## config.mk

```make
export PLATFORM = sky130hd
export DESIGN_NAME = sync_step_top
export DESIGN_NICKNAME = d
export VERILOG_FILES = /design/src/rtl/sync_step_pkg.sv /design/src/rtl/sync_step_regs.sv /design/src/rtl/sync_step_burst.sv /design/src/rtl/sync_step_tally.sv /design/src/rtl/sync_step_top.sv
export SDC_FILE = /design/constraint.sdc
export NUM_CORES = 1
export LEC_CHECK = 0
export ABC_AREA = 1
export BUFFER_PORTS_ARGS = -buffer_cell sky130_fd_sc_hd__buf_2
export CORE_MARGIN = 8
export CORE_UTILIZATION = 50
export CTS_CLUSTER_SIZE = 14
export DETAILED_ROUTE_END_ITERATION = 12
export PLACE_DENSITY = 0.7
export SYNTH_ARGS = -nofsm -noshare
export SYNTH_HDL_FRONTEND = slang
export SYNTH_SLANG_ARGS = --single-unit
```

## constraint.sdc

```tcl
create_clock -name clk -period 2.3 [get_ports clk]
set_input_delay 0 -clock clk [delete_from_list [all_inputs] [get_ports clk]]
set_output_delay 0 -clock clk [all_outputs]
set_load 0.01 [all_outputs]
```

## src/rtl/sync_step_pkg.sv

```systemverilog
package sync_step_pkg;

    typedef enum logic [1:0] {
        REG_STEP  = 2'd0,
        REG_CMD   = 2'd1,
        REG_STAT  = 2'd2,
        REG_TOTAL = 2'd3
    } host_reg_e;

    localparam int CMD_GO_BIT    = 0;
    localparam int STAT_BUSY_BIT = 0;
    localparam int STAT_DONE_BIT = 1;

endpackage

```

## src/rtl/sync_step_regs.sv

```systemverilog
module sync_step_regs
    import sync_step_pkg::*;
#(
    parameter int CNT_W  = 16,
    parameter int TOT_W  = 32,
    parameter int DATA_W = 32
) (
    input  logic              clk,
    input  logic              rst_n,
    input  logic              host_wr,
    input  logic [1:0]        host_addr,
    input  logic [DATA_W-1:0] host_wdata,
    input  logic              busy,
    input  logic              done,
    input  logic [TOT_W-1:0]  total,
    output logic              start_req,
    output logic [CNT_W-1:0]  step_val,
    output logic [DATA_W-1:0] host_rdata
);

    typedef struct packed {
        logic [CNT_W-1:0] step;
    } regs_t;

    regs_t     regs_d, regs_q;
    host_reg_e sel;

    assign sel = host_reg_e'(host_addr);

    always_comb begin
        regs_d     = regs_q;
        start_req  = 1'b0;
        host_rdata = '0;

        // host write decode
        if (host_wr) begin
            case (sel)
                REG_STEP: regs_d.step = host_wdata[CNT_W-1:0];
                REG_CMD:  start_req   = host_wdata[CMD_GO_BIT];
                default:  ;
            endcase
        end

        // host read mux
        case (sel)
            REG_STEP:  host_rdata = DATA_W'(regs_q.step);
            REG_STAT: begin
                host_rdata[STAT_BUSY_BIT] = busy;
                host_rdata[STAT_DONE_BIT] = done;
            end
            REG_TOTAL: host_rdata = DATA_W'(total);
            default:   host_rdata = '0;
        endcase
    end

    always_ff @(posedge clk) begin
        if (!rst_n) regs_q <= '0;
        else        regs_q <= regs_d;
    end

    assign step_val = regs_q.step;

endmodule

```

## src/rtl/sync_step_burst.sv

```systemverilog
module sync_step_burst #(
    parameter int CNT_W = 16
) (
    input  logic             clk,
    input  logic             rst_n,
    input  logic             start_req,
    input  logic [CNT_W-1:0] step_val,
    output logic             run_en,
    output logic [CNT_W-1:0] remain,
    output logic             done
);

    localparam logic [CNT_W-1:0] ONE = CNT_W'(1);

    typedef struct packed {
        logic [CNT_W-1:0] cnt;
        logic             done;
    } burst_t;

    burst_t st_d, st_q;

    always_comb begin
        st_d = st_q;
        if (st_q.cnt != '0) begin
            // running: commands are ignored
            st_d.cnt = st_q.cnt - ONE;
            if (st_q.cnt == ONE) st_d.done = 1'b1;
        end else if (start_req && (step_val != '0)) begin
            st_d.cnt  = step_val;
            st_d.done = 1'b0;
        end
    end

    always_ff @(posedge clk) begin
        if (!rst_n) st_q <= '0;
        else        st_q <= st_d;
    end

    assign run_en = (st_q.cnt != '0);
    assign remain = st_q.cnt;
    assign done   = st_q.done;

endmodule

```

## src/rtl/sync_step_tally.sv

```systemverilog
module sync_step_tally #(
    parameter int TOT_W = 32
) (
    input  logic             clk,
    input  logic             rst_n,
    input  logic             tick,
    output logic [TOT_W-1:0] total
);

    typedef struct packed {
        logic [TOT_W-1:0] count;
    } tally_t;

    tally_t tl_d, tl_q;

    always_comb begin
        tl_d = tl_q;
        if (tick) tl_d.count = tl_q.count + TOT_W'(1);
    end

    always_ff @(posedge clk) begin
        if (!rst_n) tl_q <= '0;
        else        tl_q <= tl_d;
    end

    assign total = tl_q.count;

endmodule

```

## src/rtl/sync_step_top.sv

```systemverilog
module sync_step_top #(
    parameter int CNT_W  = 16,
    parameter int TOT_W  = 32,
    parameter int DATA_W = 32
) (
    input  logic              clk,
    input  logic              rst_n,
    input  logic              host_wr,
    input  logic [1:0]        host_addr,
    input  logic [DATA_W-1:0] host_wdata,
    output logic [DATA_W-1:0] host_rdata,
    output logic              dut_en
);

    logic             start_req;
    logic [CNT_W-1:0] step_val;
    logic [CNT_W-1:0] remain;
    logic             done;
    logic [TOT_W-1:0] total;

    sync_step_regs #(
        .CNT_W (CNT_W),
        .TOT_W (TOT_W),
        .DATA_W(DATA_W)
    ) u_regs (
        .clk       (clk),
        .rst_n     (rst_n),
        .host_wr   (host_wr),
        .host_addr (host_addr),
        .host_wdata(host_wdata),
        .busy      (dut_en),
        .done      (done),
        .total     (total),
        .start_req (start_req),
        .step_val  (step_val),
        .host_rdata(host_rdata)
    );

    sync_step_burst #(
        .CNT_W(CNT_W)
    ) u_burst (
        .clk      (clk),
        .rst_n    (rst_n),
        .start_req(start_req),
        .step_val (step_val),
        .run_en   (dut_en),
        .remain   (remain),
        .done     (done)
    );

    sync_step_tally #(
        .TOT_W(TOT_W)
    ) u_tally (
        .clk  (clk),
        .rst_n(rst_n),
        .tick (dut_en),
        .total(total)
    );

endmodule

```

==> flow_summary.toml, run 1 <==
[floorplan]
core-area_mm2 = 0.00805
die_y_um = 106
die_x_um = 106
io_pins = 70
rows = 33
dieArea_mm2 = 0.0113
initial_core_util_pct = 50.5

[logic_synthesis]
ys_seq_elements = 65
synth.avg_cell_area_um2 = 6.22
syn_area_mm2 = 0.00407
synth_ff_type = "dfxtp_1"
yosys_warnings = 0
ys_async_sr_fraction_pct = 0
netlist_instances = 654
syn_nets = 699
yosysSeqAreaShare_pct = 32.0
yosysUniqueCellTypes = 36
synth_edf_count = 0

[drt]
ant_nets = 0
route.vias.total = 4265
first_iter_violations = 283
drc = 0
avgViaCountPerCell = 5.16
detail_route.wl_per_cell_um = 13.6
drtPass1Iterations = 5
routed_wl_um = 11200

[global_route]
grtUsageTotal_pct = 20.3
antenna_found_initial = 0
grt_pass1_wl_um = 18800
grt_pass1_vias = 4035
grt-ovfl-total = 0
grt_max_degree = 29

[worst_setup_path]
start_kind = "register"
worstReg2RegEnd = "u_burst.remain[2]"
crit_fanout = 10
startpoint = "u_burst.remain[0]"
crit_type = "register to output port"
crit_end = "host_rdata[0]"
required_ns = 2.30
rrSetupSlack_ns = 0.42
cp.arrival_ns = 2.01
r2r-start = "u_burst.remain[0]"
end_kind = "output port"
ff2ff_path_depth = 8

[layout]
layout_common_cells = "nand2_1, nor2_1, inv_1, dfxtp_1, a21oi_1"
drive_above_1_share_pct = 15.9
fin_cells = 827
postLayoutCoreUtil_pct = 58.9
syn_to_final_growth_pct = 16.5
final_nets = 763
layout_commonest_cell = "nand2_1"
diodes = 0

[timing]
report.final.slew_viol_count = 0
rsz0062_at_grt = "false"
tns_ns = 0
fin_crit_ns = 2.01
slew_headroom_pct = 63.2
setup_viol = 0
hold_viol_final = 0
clock_skew_ns = 0.00919
whs_ns = 0.0502
fin_crit_sh_pct = 87.3
clock.fmax_mhz = 498
tightest_slew_ns = 0.548

[placement]
place_hpwl_um = 8300
placed_cells = 796
gp_congestion = 0.870
port_buffers = 53

[flow_run]
max_cap_violations = 0

[clock_network]
clock_sinks = 65
tritoncts = "done"
h-tree-depth = 3
cts_buffers = 9
clk_pin_slew_ns = 0.07
root_buffer = "clkbuf_8"
clkLatencyLatePin_ns = 0.35
clock_path_buffers = 2
cts_resized = 0

[status]
outcome = "finished clean"

[pwr]
power_density_mw_per_mm2 = 758
power.leakage_uw = 0.00215
ir_drop_mv = 0.356
finalPower_uw = 3590

[min_path]
holdCritPathClass = "input pin to register"
-- sequential cells by signal, indices dropped and copies added, names as in the netlist --
signal,count
u_burst.done,1
u_burst.remain,16
u_regs.step_val,16
u_tally.total,32
-- cell usage after synthesis, drive strengths merged (8+ instances only) --
library cell  count  area, um2
nand3            18        100
a21oi            57        293
nor2            117        505
nand4            24        163
dfxtp            65       1300
ha                8        100
buf              10       77.6
xor2             11       96.3
nand2           207        805
o21ai            30        150
inv              71        267
clkbuf           15       56.3
-- metrics by stage --
step | cell area, um2 | setup WS, ns
finish | 4740 | 0.291
global route | 4740 | 0.127
CTS | 4740 | 0.292
detailed placement | 4400 | 0.470
global placement | 4400 | 0.505
floorplan | 4070 | 0.858
-- worst min path at each step --
stage / slack, ns / endpoint / start / depth (start not counted)
after global placement: 0.25 / u_regs.step_val[13] / host_wdata[13] / 3
final: 0.05 / u_tally.total[23] / rst_n / 3
after floorplan: 0.17 / u_regs.step_val[10] / host_wdata[10] / 2
after CTS: 0.04 / u_tally.total[23] / rst_n / 3
after detailed placement: 0.26 / u_regs.step_val[5] / host_wdata[5] / 3
after global routing: 0.08 / u_tally.total[23] / rst_n / 3
-- critical path: stages (launching register included) --
cell and delay, ns:
dfxtp_1 0.38, inv_1 0.12, ha_1 0.23, nand2_1 0.07, nor2_1 0.04, nand2_1 0.34, nand2_1 0.09, a31oi_1 0.21
buf_2 0.18
-- cell type report --
class,instances,area (um2)
inverter,72,270
clock inverter,2,12.5
multi-input combinational,492,2360
tap,105,131
fill,798,3310
timing repair buffer,78,493
clock buffer,13,169
sequential,65,1300
-- power breakdown --
part	total, uW	switching [uW]	internal [uW]
Sequential	1360	120	1240
Clock	927	454	473
Combinational	1310	837	470
Total	3590	1410	2180
-- per-layer routing --
layer  vias up  global-route usage [%]  share of wire [%]
li1       2189                       -                  -
met5         -                       0                  0
met4         0                    7.94                2.3
met3        21                    3.75                5.4
met1      1955                    26.6                 46
met2       100                    32.4                 46
-- cell families (layout without fill, tap and decap cells) --
logic type,after synthesis,count (layout),synth area share (%)
adders and majority gates,8,8,2.46
AOI/OAI and AO/OA,92,92,11.8
xor gates and xnor gates,14,14,3.02
buffers and inverters,97,165,9.94
DFF,65,65,32.0
and+or+nand+nor,378,378,40.8
-- repair_timing --
action                                 CTS  global route
setup buffers                            0             0
endpoints found under the hold margin   16             0
hold buffers                            16             0
No activity file was read; power rests on OpenSTA's default activity.
==> inputs of run 2 (changes only) <==
ABC_AREA = unset   (was 1)
PLACE_DENSITY = 0.72   (was 0.7)
==> flow_summary.toml, run 2 <==
[floorplan]
dieArea_mm2 = 0.00974
initial_core_util_pct = 50.9
io_pins = 70
die_y_um = 98.7
die_x_um = 98.7
rows = 30
core-area_mm2 = 0.00672

[pwr]
power_density_mw_per_mm2 = 1000
finalPower_uw = 4360
power.leakage_uw = 0.00165
ir_drop_mv = 0.452

[placement]
port_buffers = 53
gp_congestion = 0.913
dp_slack_ns = -0.00191
place_hpwl_um = 7010

[worst_setup_path]
r2r-start = "u_burst.remain[1]"
ff2ff_path_depth = 8
required_ns = 2.57
crit_fanout = 13
critical_path.slowest_cell = "or4_4"
cp_cell_sequence = "inv_1, ha_1, or4b_4, nor4_4, or4_4, buf_6, or4_1, a21oi_1"
start_kind = "register"
rrSetupSlack_ns = 0.05
cp_slowest_stage_delay_ns = 0.54
crit_type = "register to register"
end_kind = "register"
worstReg2RegEnd = "u_tally.total[31]"
cp.arrival_ns = 2.52

[layout]
fillerInstances = 586
layout_commonest_cell = "dfxtp_1"
layout_common_cells = "dfxtp_1, nand2_1, buf_2, a21oi_1, nor2_1"
ff_latch_area_mm2 = 0.00130
final_nets = 561
largest_reg_flops = 32
multi_input_area_mm2 = 0.00204
drive_above_1_share_pct = 21.9
diodes = 0
syn_to_final_growth_pct = 27.4
postLayoutCoreUtil_pct = 64.9

[timing]
clock_skew_ns = 0.00564
fin_crit_sh_pct = 97.9
fin_ws_ns = 0.0486
fin_crit_ns = 2.25
setup_viol = 0
slew_headroom_pct = 59.5
clock.fmax_mhz = 444
hold_viol_final = 0
tightest_slew_ns = 0.608
report.final.slew_viol_count = 0
rsz0062_at_grt = "true"

[logic_synthesis]
yosys_warnings = 0
synth_compound_area_share_pct = 16.4
synth_top_cell_by_area = "dfxtp_1"
synth.area.top_cells = "dfxtp_1, nand2_1, a21oi_1"
synth_edf_count = 0
muxShareOfSynthArea_pct = 0.293
synth-adder-area-share_pct = 2.93
synth.avg_cell_area_um2 = 7.90
yosysUniqueCellTypes = 38
ys_seq_elements = 65
synth_top_family_by_area = "simple AND/OR/NAND/NOR gates"
synth_xor_area_share_pct = 5.89
netlist_instances = 433
ys_async_sr_fraction_pct = 0
yosysSeqAreaShare_pct = 38.1
synth_ff_type = "dfxtp_1"
syn_nets = 478
synth_top_area_share_pct = 38.1
synthTopCellsByCount = "dfxtp_1, nand2_1, a21oi_1"
yosysMostFrequentCell = "dfxtp_1"
synthSimpleGateAreaFrac_pct = 32.0
syn_area_mm2 = 0.00342

[min_path]
hold_end = "u_burst.remain[14]"
min-delay-start = "rst_n"
holdCritPathClass = "input pin to register"
whs_path_depth = 3

[global_route]
antenna_found_initial = 0
grt-ovfl-total = 0
grtUsageTotal_pct = 20.2
grt_pass1_vias = 3391
grt_pass1_wl_um = 16300
grt_max_degree = 37

[flow_run]
max_cap_violations = 0

[drt]
routed_wl_um = 9970
detail_route.wl_per_cell_um = 16.6
drc = 0
avgViaCountPerCell = 5.92
first_iter_violations = 218
ant_nets = 0
drtPass1Iterations = 7
route.vias.total = 3556

[clock_network]
clock_sinks = 65
clock_path_buffers = 2
root_buffer = "clkbuf_8"
clkLatencyLatePin_ns = 0.33
cts_buffers = 9
h-tree-depth = 3
clk_pin_slew_ns = 0.07
tritoncts = "done"

[status]
outcome = "finished clean"
==> run 2: changes by cell type after synthesis, moves of 16 or more <==
cell | previous run | this run
nand2_1 | 198 | 56
nor2_1 | 100 | 37
inv_1 | 67 | 10
and2_1 | 0 | 18
nor4_1 | 0 | 17
or3_1 | 0 | 17
a21oi_1 | 55 | 39
==> run 2: cells by family (layout without fill, tap and decap cells) <==
kind of cell | count (synthesis) | after routing
muxes | 1 | 1
adders and majority gates | 8 | 8
and+or+nand+nor | 205 | 205
xor gates and xnor gates | 23 | 23
DFF | 65 | 65
buffers and inverters | 38 | 126
AOI/OAI and AO/OA | 93 | 93
==> run 2: cell type report <==
class	instances	share of cell area, %
Clock inverter	2	0.804
Tap cell	80	2.30
Inverter	10	0.861
Clock buffer	14	3.96
Sequential cell	65	29.9
Multi-Input combinational cell	330	46.7
Timing Repair Buffer	100	15.5
==> run 2: metrics by stage <==
stage	setup TNS, ns	hold slack [ns]	cells	instance area [um2]
2_1_floorplan	0	0.136	433	3420
3_3_place_gp	0	0.240	565	3880
3_5_place_dp	-0.00289	0.249	565	3880
4_1_cts	0	0.0229	599	4300
5_1_grt	-0.0755	0.0439	601	4360
6_report	0	0.0510	601	4360
==> run 2: worst max-delay path by stage <==
stage                         to              start  depth (start not counted)  slack [ns]
2_1_floorplan  u_tally.total[31]  u_burst.remain[0]                          8         0.1
3_3_place_gp   u_tally.total[31]  u_burst.remain[0]                          8        0.06
3_5_place_dp   u_burst.remain[3]  u_burst.remain[0]                          8      -0.002
4_1_cts        u_tally.total[27]  u_burst.remain[0]                          8       0.007
5_1_grt        u_burst.remain[3]  u_burst.remain[0]                          8       -0.02
6_report       u_tally.total[31]  u_burst.remain[1]                          8        0.05
==> run 2: repair_timing <==
item                                    4_1_cts  5_1_grt
buffers inserted                              2        2
hold buffers                                 16        0
resized for setup                             4        9
hold endpoints to repair                     16        0
pin swaps                                     0        3
endpoints found under the setup margin        7       12
==> run 2: layer usage <==
metal  routed length, um  GRT usage (%)
met4                 224           7.79
met3                 560           3.45
met5                   0              0
met2                4820           33.8
met1                4360           25.3
==> run 2: worst max-delay path, delay by kind of cell, from the launching register on <==
family / cells / cell delay (ns)
AOI/OAI and AO/OA: 1 / 0.14
adders and majority gates: 1 / 0.19
buffers and inverters: 2 / 0.22
DFF: 1 / 0.33
and+or+nand+nor: 4 / 1.29
==> run 2: where the power goes <==
group / total [uW] / internal [uW] / switching (uW)
Clock: 1020 / 590 / 429
Combinational: 1900 / 867 / 1030
Sequential: 1450 / 1290 / 164
